`config.mk`:
```
export PLATFORM = sky130hd
export DESIGN_NAME = acc_cpu_top
export DESIGN_NICKNAME = d
export VERILOG_FILES = /design/src/rtl/acc_cpu_pkg.sv /design/src/rtl/acc_seq_ctrl.sv /design/src/rtl/acc_datapath.sv /design/src/rtl/acc_cpu_top.sv
export SDC_FILE = /design/constraint.sdc
export NUM_CORES = 1
export LEC_CHECK = 0
export BUFFER_PORTS_ARGS = -buffer_cell sky130_fd_sc_hd__buf_2
export CORE_UTILIZATION = 40
export CTS_CLUSTER_SIZE = 28
export DETAILED_ROUTE_END_ITERATION = 10
export GPL_ROUTABILITY_DRIVEN = 0
export PLACE_DENSITY = 0.69
export SYNTH_ARGS = -nofsm -noshare
export SYNTH_HDL_FRONTEND = slang
export SYNTH_HIERARCHICAL = 1
export SYNTH_SLANG_ARGS = --single-unit
```
`constraint.sdc`:
```
create_clock -name clk -period 3.6 [get_ports clk]
set_clock_uncertainty 0.05 [all_clocks]
set_input_delay 0 -clock clk [delete_from_list [all_inputs] [get_ports clk]]
set_output_delay 0 -clock clk [all_outputs]
set_load 0.005 [all_outputs]
```
`src/rtl/acc_cpu_pkg.sv`:
```
package acc_cpu_pkg;

  typedef enum logic [1:0] {
    ADDR_PC = 2'd0,
    ADDR_IR = 2'd1,
    ADDR_RD = 2'd2,
    ADDR_AR = 2'd3
  } addrSel_e;

  typedef enum logic [1:0] {
    WD_AC = 2'd0,
    WD_PC = 2'd1,
    WD_DR = 2'd2
  } wdSel_e;

  typedef struct packed {
    addrSel_e addrSel;
    wdSel_e   wdSel;
    logic     memWr;
    logic     arFromPc;
    logic     irLoad;
    logic     pcInc;
    logic     decodeLoad;
    logic     arFromMem;
    logic     drLoad;
    logic     acAnd;
    logic     acAdd;
    logic     acFromDr;
    logic     arInc;
    logic     pcFromAr;
    logic     drInc;
    logic     runClr;
  } strobe_t;

  localparam logic [2:0] OP_AND = 3'd0;
  localparam logic [2:0] OP_ADD = 3'd1;
  localparam logic [2:0] OP_LDA = 3'd2;
  localparam logic [2:0] OP_STA = 3'd3;
  localparam logic [2:0] OP_BUN = 3'd4;
  localparam logic [2:0] OP_BSA = 3'd5;
  localparam logic [2:0] OP_ISZ = 3'd6;
  localparam logic [2:0] OP_EXT = 3'd7;

endpackage

```
`src/rtl/acc_seq_ctrl.sv`:
```
module acc_seq_ctrl
  import acc_cpu_pkg::*;
#(
  parameter int SC_W  = 4,
  parameter int SLOTS = 7
) (
  input  logic            clk,
  input  logic            rstN,
  input  logic            startReq,
  input  logic [2:0]      opcode,
  input  logic            indFlag,
  input  logic            irBit0,
  input  logic            drZero,
  output strobe_t         st,
  output logic            running,
  output logic [SC_W-1:0] stepCnt
);

  logic [SC_W-1:0]  sc;
  logic             runFlag;
  logic             scClr;
  logic [SLOTS-1:0] slot;

  // one decoded line per timing slot
  for (genvar g = 0; g < SLOTS; g++) begin : g_slot
    assign slot[g] = (sc == SC_W'(g));
  end

  always_comb begin
    st         = '0;
    st.addrSel = ADDR_AR;
    st.wdSel   = WD_AC;
    scClr      = 1'b0;
    if (runFlag) begin
      if (slot[0]) begin
        st.addrSel  = ADDR_PC;
        st.arFromPc = 1'b1;
      end
      if (slot[1]) begin
        st.irLoad = 1'b1;
        st.pcInc  = 1'b1;
      end
      if (slot[2]) begin
        st.decodeLoad = 1'b1;
        st.addrSel    = ADDR_IR;
      end
      if (slot[3]) begin
        if (opcode == OP_EXT) begin
          scClr = 1'b1;
          if (!indFlag && irBit0) st.runClr = 1'b1;
        end else if (indFlag) begin
          st.arFromMem = 1'b1;
          st.addrSel   = ADDR_RD;
        end
      end
      if (slot[4]) begin
        case (opcode)
          OP_AND, OP_ADD, OP_LDA, OP_ISZ: st.drLoad = 1'b1;
          OP_STA: begin
            st.memWr = 1'b1;
            st.wdSel = WD_AC;
            scClr    = 1'b1;
          end
          OP_BUN: begin
            st.pcFromAr = 1'b1;
            scClr       = 1'b1;
          end
          OP_BSA: begin
            st.memWr = 1'b1;
            st.wdSel = WD_PC;
            st.arInc = 1'b1;
          end
          default: scClr = 1'b1;
        endcase
      end
      if (slot[5]) begin
        case (opcode)
          OP_AND: begin st.acAnd = 1'b1; scClr = 1'b1; end
          OP_ADD: begin st.acAdd = 1'b1; scClr = 1'b1; end
          OP_LDA: begin st.acFromDr = 1'b1; scClr = 1'b1; end
          OP_BSA: begin st.pcFromAr = 1'b1; scClr = 1'b1; end
          OP_ISZ: st.drInc = 1'b1;
          default: scClr = 1'b1;
        endcase
      end
      if (slot[6]) begin
        scClr = 1'b1;
        if (opcode == OP_ISZ) begin
          st.memWr = 1'b1;
          st.wdSel = WD_DR;
          st.pcInc = drZero;
        end
      end
    end
  end

  always_ff @(posedge clk) begin
    if (!rstN) begin
      sc      <= '0;
      runFlag <= 1'b0;
    end else begin
      if (st.runClr)     runFlag <= 1'b0;
      else if (startReq) runFlag <= 1'b1;
      if (runFlag) sc <= scClr ? '0 : sc + SC_W'(1);
    end
  end

  assign running = runFlag;
  assign stepCnt = sc;

endmodule

```
`src/rtl/acc_datapath.sv`:
```
module acc_datapath
  import acc_cpu_pkg::*;
#(
  parameter int WORD_W = 16,
  parameter int ADDR_W = 12
) (
  input  logic              clk,
  input  logic              rstN,
  input  strobe_t           st,
  input  logic [WORD_W-1:0] memRdata,
  output logic [ADDR_W-1:0] memAddr,
  output logic [WORD_W-1:0] memWdata,
  output logic              memWe,
  output logic [2:0]        opcode,
  output logic              indFlag,
  output logic              irBit0,
  output logic              drZero,
  output logic              carryOut,
  output logic [ADDR_W-1:0] pcOut,
  output logic [ADDR_W-1:0] arOut
);

  localparam int IND_BIT = WORD_W - 1;
  localparam int OP_LSB  = ADDR_W;

  logic [ADDR_W-1:0] pc, ar;
  logic [WORD_W-1:0] ir, dr, ac;
  logic              eFlag, iFlag;
  logic [WORD_W:0]   sum;

  assign sum = {1'b0, ac} + {1'b0, dr};

  always_ff @(posedge clk) begin
    if (!rstN) begin
      pc    <= '0;
      ar    <= '0;
      ir    <= '0;
      dr    <= '0;
      ac    <= '0;
      eFlag <= 1'b0;
      iFlag <= 1'b0;
    end else begin
      if (st.pcFromAr)   pc <= ar;
      else if (st.pcInc) pc <= pc + ADDR_W'(1);

      if (st.arFromPc)        ar <= pc;
      else if (st.decodeLoad) ar <= ir[ADDR_W-1:0];
      else if (st.arFromMem)  ar <= memRdata[ADDR_W-1:0];
      else if (st.arInc)      ar <= ar + ADDR_W'(1);

      if (st.irLoad)     ir    <= memRdata;
      if (st.decodeLoad) iFlag <= ir[IND_BIT];

      if (st.drLoad)     dr <= memRdata;
      else if (st.drInc) dr <= dr + WORD_W'(1);

      if (st.acAnd) ac <= ac & dr;
      else if (st.acAdd) begin
        ac    <= sum[WORD_W-1:0];
        eFlag <= sum[WORD_W];
      end else if (st.acFromDr) ac <= dr;
    end
  end

  // read address is steered one slot ahead of the consumer
  always_comb begin
    case (st.addrSel)
      ADDR_PC: memAddr = pc;
      ADDR_IR: memAddr = ir[ADDR_W-1:0];
      ADDR_RD: memAddr = memRdata[ADDR_W-1:0];
      default: memAddr = ar;
    endcase
    case (st.wdSel)
      WD_PC:   memWdata = WORD_W'(pc);
      WD_DR:   memWdata = dr;
      default: memWdata = ac;
    endcase
  end

  assign memWe    = st.memWr;
  assign opcode   = ir[IND_BIT-1:OP_LSB];
  assign indFlag  = iFlag;
  assign irBit0   = ir[0];
  assign drZero   = (dr == '0);
  assign carryOut = eFlag;
  assign pcOut    = pc;
  assign arOut    = ar;

endmodule

```
`src/rtl/acc_cpu_top.sv`:
```
module acc_cpu_top
  import acc_cpu_pkg::*;
#(
  parameter int WORD_W = 16,
  parameter int ADDR_W = 12,
  parameter int SC_W   = 4
) (
  input  logic              clk,
  input  logic              rstN,
  input  logic              startReq,
  input  logic [WORD_W-1:0] memRdata,
  output logic [ADDR_W-1:0] memAddr,
  output logic [WORD_W-1:0] memWdata,
  output logic              memWe,
  output logic              running,
  output logic              carryOut
);

  strobe_t           st;
  logic [2:0]        opcode;
  logic              indFlag, irBit0, drZero;
  logic [SC_W-1:0]   stepCnt;
  logic [ADDR_W-1:0] pcVal, arVal;

  acc_seq_ctrl #(.SC_W(SC_W), .SLOTS(7)) u_ctrl (
    .clk(clk), .rstN(rstN), .startReq(startReq),
    .opcode(opcode), .indFlag(indFlag), .irBit0(irBit0), .drZero(drZero),
    .st(st), .running(running), .stepCnt(stepCnt)
  );

  acc_datapath #(.WORD_W(WORD_W), .ADDR_W(ADDR_W)) u_dp (
    .clk(clk), .rstN(rstN), .st(st), .memRdata(memRdata),
    .memAddr(memAddr), .memWdata(memWdata), .memWe(memWe),
    .opcode(opcode), .indFlag(indFlag), .irBit0(irBit0), .drZero(drZero),
    .carryOut(carryOut), .pcOut(pcVal), .arOut(arVal)
  );

endmodule

```
Word level (Yosys, flattened, before mapping) --
Index checks and enable logic that the tools add are counted. W data, S select, Z words.
Operators by class: add/subtract/negate cells 5, equality and inequality tests 17, multiplexer cells 55, bitwise gates (word level) 3, reductions and logical operators 14
Operators with widths (number):
- $mux W16 | 5
- $mux W12 | 6
- $pmux W12 S3 | 1
- $pmux W16 S2 | 1
- $mux W1 | 27
- $add A12 B1 Y12 const B | 2
- $mux W18 | 1
- $add A16 B16 Y17 | 1
- $add A16 B1 Y16 const B | 1
- $and A16 B16 Y16 | 1
- $logic_not A16 Y1 | 1
- $mux W2 | 8
- $eq A3 B3 Y1 const B | 4
- $eq A4 B3 Y1 const B | 3
- $mux W3 | 4
- $eq A4 B2 Y1 const B | 2
- $eq A3 B2 Y1 const B | 2
- $reduce_or A5 Y1 | 1
- $add A4 B1 Y4 const B | 1
- $eq A2 B1 Y1 const B | 2
- $eq A2 B2 Y1 const B | 2
- $eq A4 B1 Y1 const B | 1
- $logic_not A4 Y1 | 1
- $mux W4 | 1
- 13 further kinds | 15
Word-level totals: register bits after elaboration 79, bits of input ports 19, output and inout port bits 31, logic and storage cells 103

Logic depth before layout (Yosys ltp) --
depth after elaboration 11, mapped depth 12, mapped depth without buffers 11

By module --
Netlist, hierarchy kept.
Modules (own cells, without submodules):
- acc_datapath | times used 1, cells each 676, area each 5416.4 µm², sequential area each 1481.4 µm²
- acc_seq_ctrl | times used 1, cells each 78, area each 646.9 µm², sequential area each 100.1 µm²

Worst setup path before layout --
OpenSTA, ideal clock, no wires.
path type reg-to-reg, from reg u_dp.dr[0], to reg u_dp.ac[14], setup time 0.137 ns, arrival 2.314 ns, required time 3.413 ns, setup slack 1.099 ns, cell stages (with the launch flop) 9, buffers on the path 0, period minus slack after synthesis 2.501 ns, cells stage by stage dfxtp_1 ha_1 fa_1 a21o_1 a221o_1 a31o_1 o221a_4 nor4_4 a311oi_2
Between the ends: cells in the longest elaborated chain, start to end 3
RTL lines:
- from (decl) | RTL line acc_datapath.sv:27 | logic [WORD_W-1:0] ir, dr, ac;
- from (signal assigned) | RTL line acc_datapath.sv:54 | if (st.drLoad) dr <= memRdata;
- from (signal assigned) | RTL line acc_datapath.sv:55 | else if (st.drInc) dr <= dr + WORD_W'(1);
- $add A16 B16 Y17 | RTL line acc_datapath.sv:31 | assign sum = {1'b0, ac} + {1'b0, dr};
- $mux W16 | RTL line acc_datapath.sv:58 | else if (st.acAdd) begin
- $mux W16 | RTL line acc_datapath.sv:57 | if (st.acAnd) ac <= ac & dr;
- to (signal assigned) | RTL line acc_datapath.sv:57
- to (signal assigned) | RTL line acc_datapath.sv:59 | ac <= sum[WORD_W-1:0];
- to (signal assigned) | RTL line acc_datapath.sv:61 | end else if (st.acFromDr) ac <= dr;
- to (decl) | RTL line acc_datapath.sv:27
Every way passes these cells. A chain may end at the register's enable or synchronous reset.

==> flow_summary.json <==
{
  "status": "completed",
  "drive_gt1_share_pct": 13.6,
  "setup_viol": 0,
  "cp_num_buf_inv": 3,
  "synth.avg_cell_area_um2": 8.04,
  "grt_antenna_before_repair": 0,
  "min_from": "rstN",
  "tightest_slew_ns": 0.826,
  "core_region_area_um2": 14600,
  "hp-class": "primary input to flop",
  "grt_max_degree": 50,
  "clk_pin_slew_worst_paths_ns": 0.07,
  "fin_crit_ns": 3.14,
  "dieArea_um2": 15600,
  "ctsHtreeMaxLevel": 3,
  "reg2regPathDepth": 8,
  "r2r_start": "u_ctrl/running",
  "yosys_warnings": 6,
  "ctsRootBufferMaster": "clkbuf_16",
  "initial_utilization_pct": 41.4,
  "postRouteWirelength_um": 16300,
  "die-width_um": 125,
  "worstSkewPairLatency_ns": 0.36,
  "die_y_um": 125,
  "startpoint_type": "flop",
  "worstHoldPathCells": 3,
  "rsz0062_at_grt": "false",
  "rrSetupSlack_ns": 0.77,
  "syn_nets": 803,
  "slew_viol_final": 0,
  "num_io_pins": 50,
  "grt-ovfl-total": 0,
  "arrival_ns": 3.09,
  "drc": 0,
  "dp_hpwl_um": 11700,
  "drt_first_iter_violations": 637,
  "final_common_cell": "nand2_1",
  "critPathSlowestCell": "ha_1",
  "cp_slowest_stage_delay_ns": 0.67,
  "grt_pass1_vias": 5234,
  "cts_inserted_buffers": 9,
  "vias": 5635,
  "synth_area_um2": 6060,
  "hold_viol": 0,
  "fillers": 1436,
  "wire_per_inst_um": 16.7,
  "tns_ns": 0,
  "crit_chain": "and4b_2 -> and3_1 -> nor2b_1 -> inv_1 -> ha_1 -> buf_4 -> nand2_1 -> o21ai_0 -> buf_2",
  "final_cell_mix": "nand2_1 (87), dfxtp_1 (79), o21ai_0 (75)",
  "critPathMaxFanout": 20,
  "clockBufferDepth": 2,
  "drv_cap": 0,
  "cts_tree": "yes",
  "track_usage_pct": 21.5,
  "fin_nets": 840,
  "grt_pass1_wl_um": 27100,
  "worstReg2RegEnd": "u_dp/ac[13]",
  "rows": 44,
  "ir_drop_mv": 0.257,
  "criticalPathCategory": "flop to output pin",
  "detail_route.vias_per_cell": 5.76,
  "ant_nets": 0,
  "synth_cells": 753,
  "cp_top_family": "simple AND/OR/NAND/NOR gates",
  "relSlewSlack_pct": 44.9,
  "holdWs_ns": 0.184,
  "post-route-period-util_pct": 87.3,
  "area_growth_pct": 14.4,
  "crit_required_ns": 3.55,
  "power.density_nw_per_um2": 316,
  "hold_end": "u_dp/arOut[10]",
  "clock_sinks": 79,
  "dr.pass1.iters": 7,
  "port_buffers": 49,
  "max_freq_mhz": 318,
  "diodes": 0,
  "endpoint_kind": "output pin",
  "leakage_uw": 0.00274
}
## what timing repair did
| action | CTS | global route |
|---|---|---|
| resized for setup | 0 | 0 |
| buffers inserted | 0 | 0 |
| hold buffers | 17 | 0 |
| hold endpoints to repair | 33 | 0 |
## metrics by stage
stage	cells	setup WS (ns)	power (uW)	area (um2)	util [%]
finish	979	0.456	2190	6930	47.3
CTS	979	0.424	2200	6930	47.3
global route	979	0.0901	2270	6930	47.3
detailed placement	946	0.800	1130	6420	43.8
floorplan	753	1.10	1060	6060	-
global placement	946	0.872	1130	6420	43.8
## state kept, by name, indices dropped and copies added, names as in the netlist
signal / cells
u_dp/ac: 16
u_dp/arOut: 12
u_dp/pcOut: 12
u_dp/carryOut: 1
u_dp/dr: 16
u_ctrl/running: 1
u_dp/indFlag: 1
u_ctrl/stepCnt: 4
u_dp/ir: 16
## power breakdown
group / switching (uW) / total [uW] / internal (uW)
Clock: 422 / 1060 / 640
Sequential: 19.0 / 906 / 887
Combinational: 118 / 219 / 101
Total: 559 / 2190 / 1630
## area by class of cell
| type | count | area [um2] | share of cell area [%] |
|---|---|---|---|
| timing repair buffer | 83 | 543 | 7.84 |
| clock buffer | 10 | 239 | 3.45 |
| tap | 184 | 230 | 3.32 |
| inverter | 23 | 86.3 | 1.25 |
| multi-input combinational | 594 | 4150 | 59.9 |
| clock inverter | 6 | 100 | 1.44 |
| sequential | 79 | 1580 | 22.8 |
## layer usage
| metal | track usage [%] | part of all wire [%] | routed length, um | vias up |
|---|---|---|---|---|
| met5 | 0 | 0 | 0 | - |
| met4 | 6.10 | 1.1 | 181 | 0 |
| met2 | 33.9 | 45 | 7350 | 172 |
| li1 | - | - | - | 2797 |
| met1 | 29.8 | 48 | 7880 | 2651 |
| met3 | 3.85 | 5.7 | 927 | 15 |
## worst reg2reg max path: cells and delay by family, from the launching register on
kind               cells  cell delay [ns]
DFF                    1             0.66
muxes                  1             0.27
AOI/OAI and AO/OA      3             0.56
and+or+nand+nor        4             1.19
## worst max path at each step
stage	to	cells after the start	from
floorplan	u_dp/ac[14]	8	u_dp/dr[0]
global placement	memWdata[10]	9	u_ctrl/running
detailed placement	u_dp/pcOut[3]	8	u_ctrl/running
CTS	memWdata[6]	9	u_ctrl/running
global route	memWdata[9]	9	u_ctrl/running
finish	memWdata[10]	9	u_ctrl/running
Power figures use the tool's default switching activity.
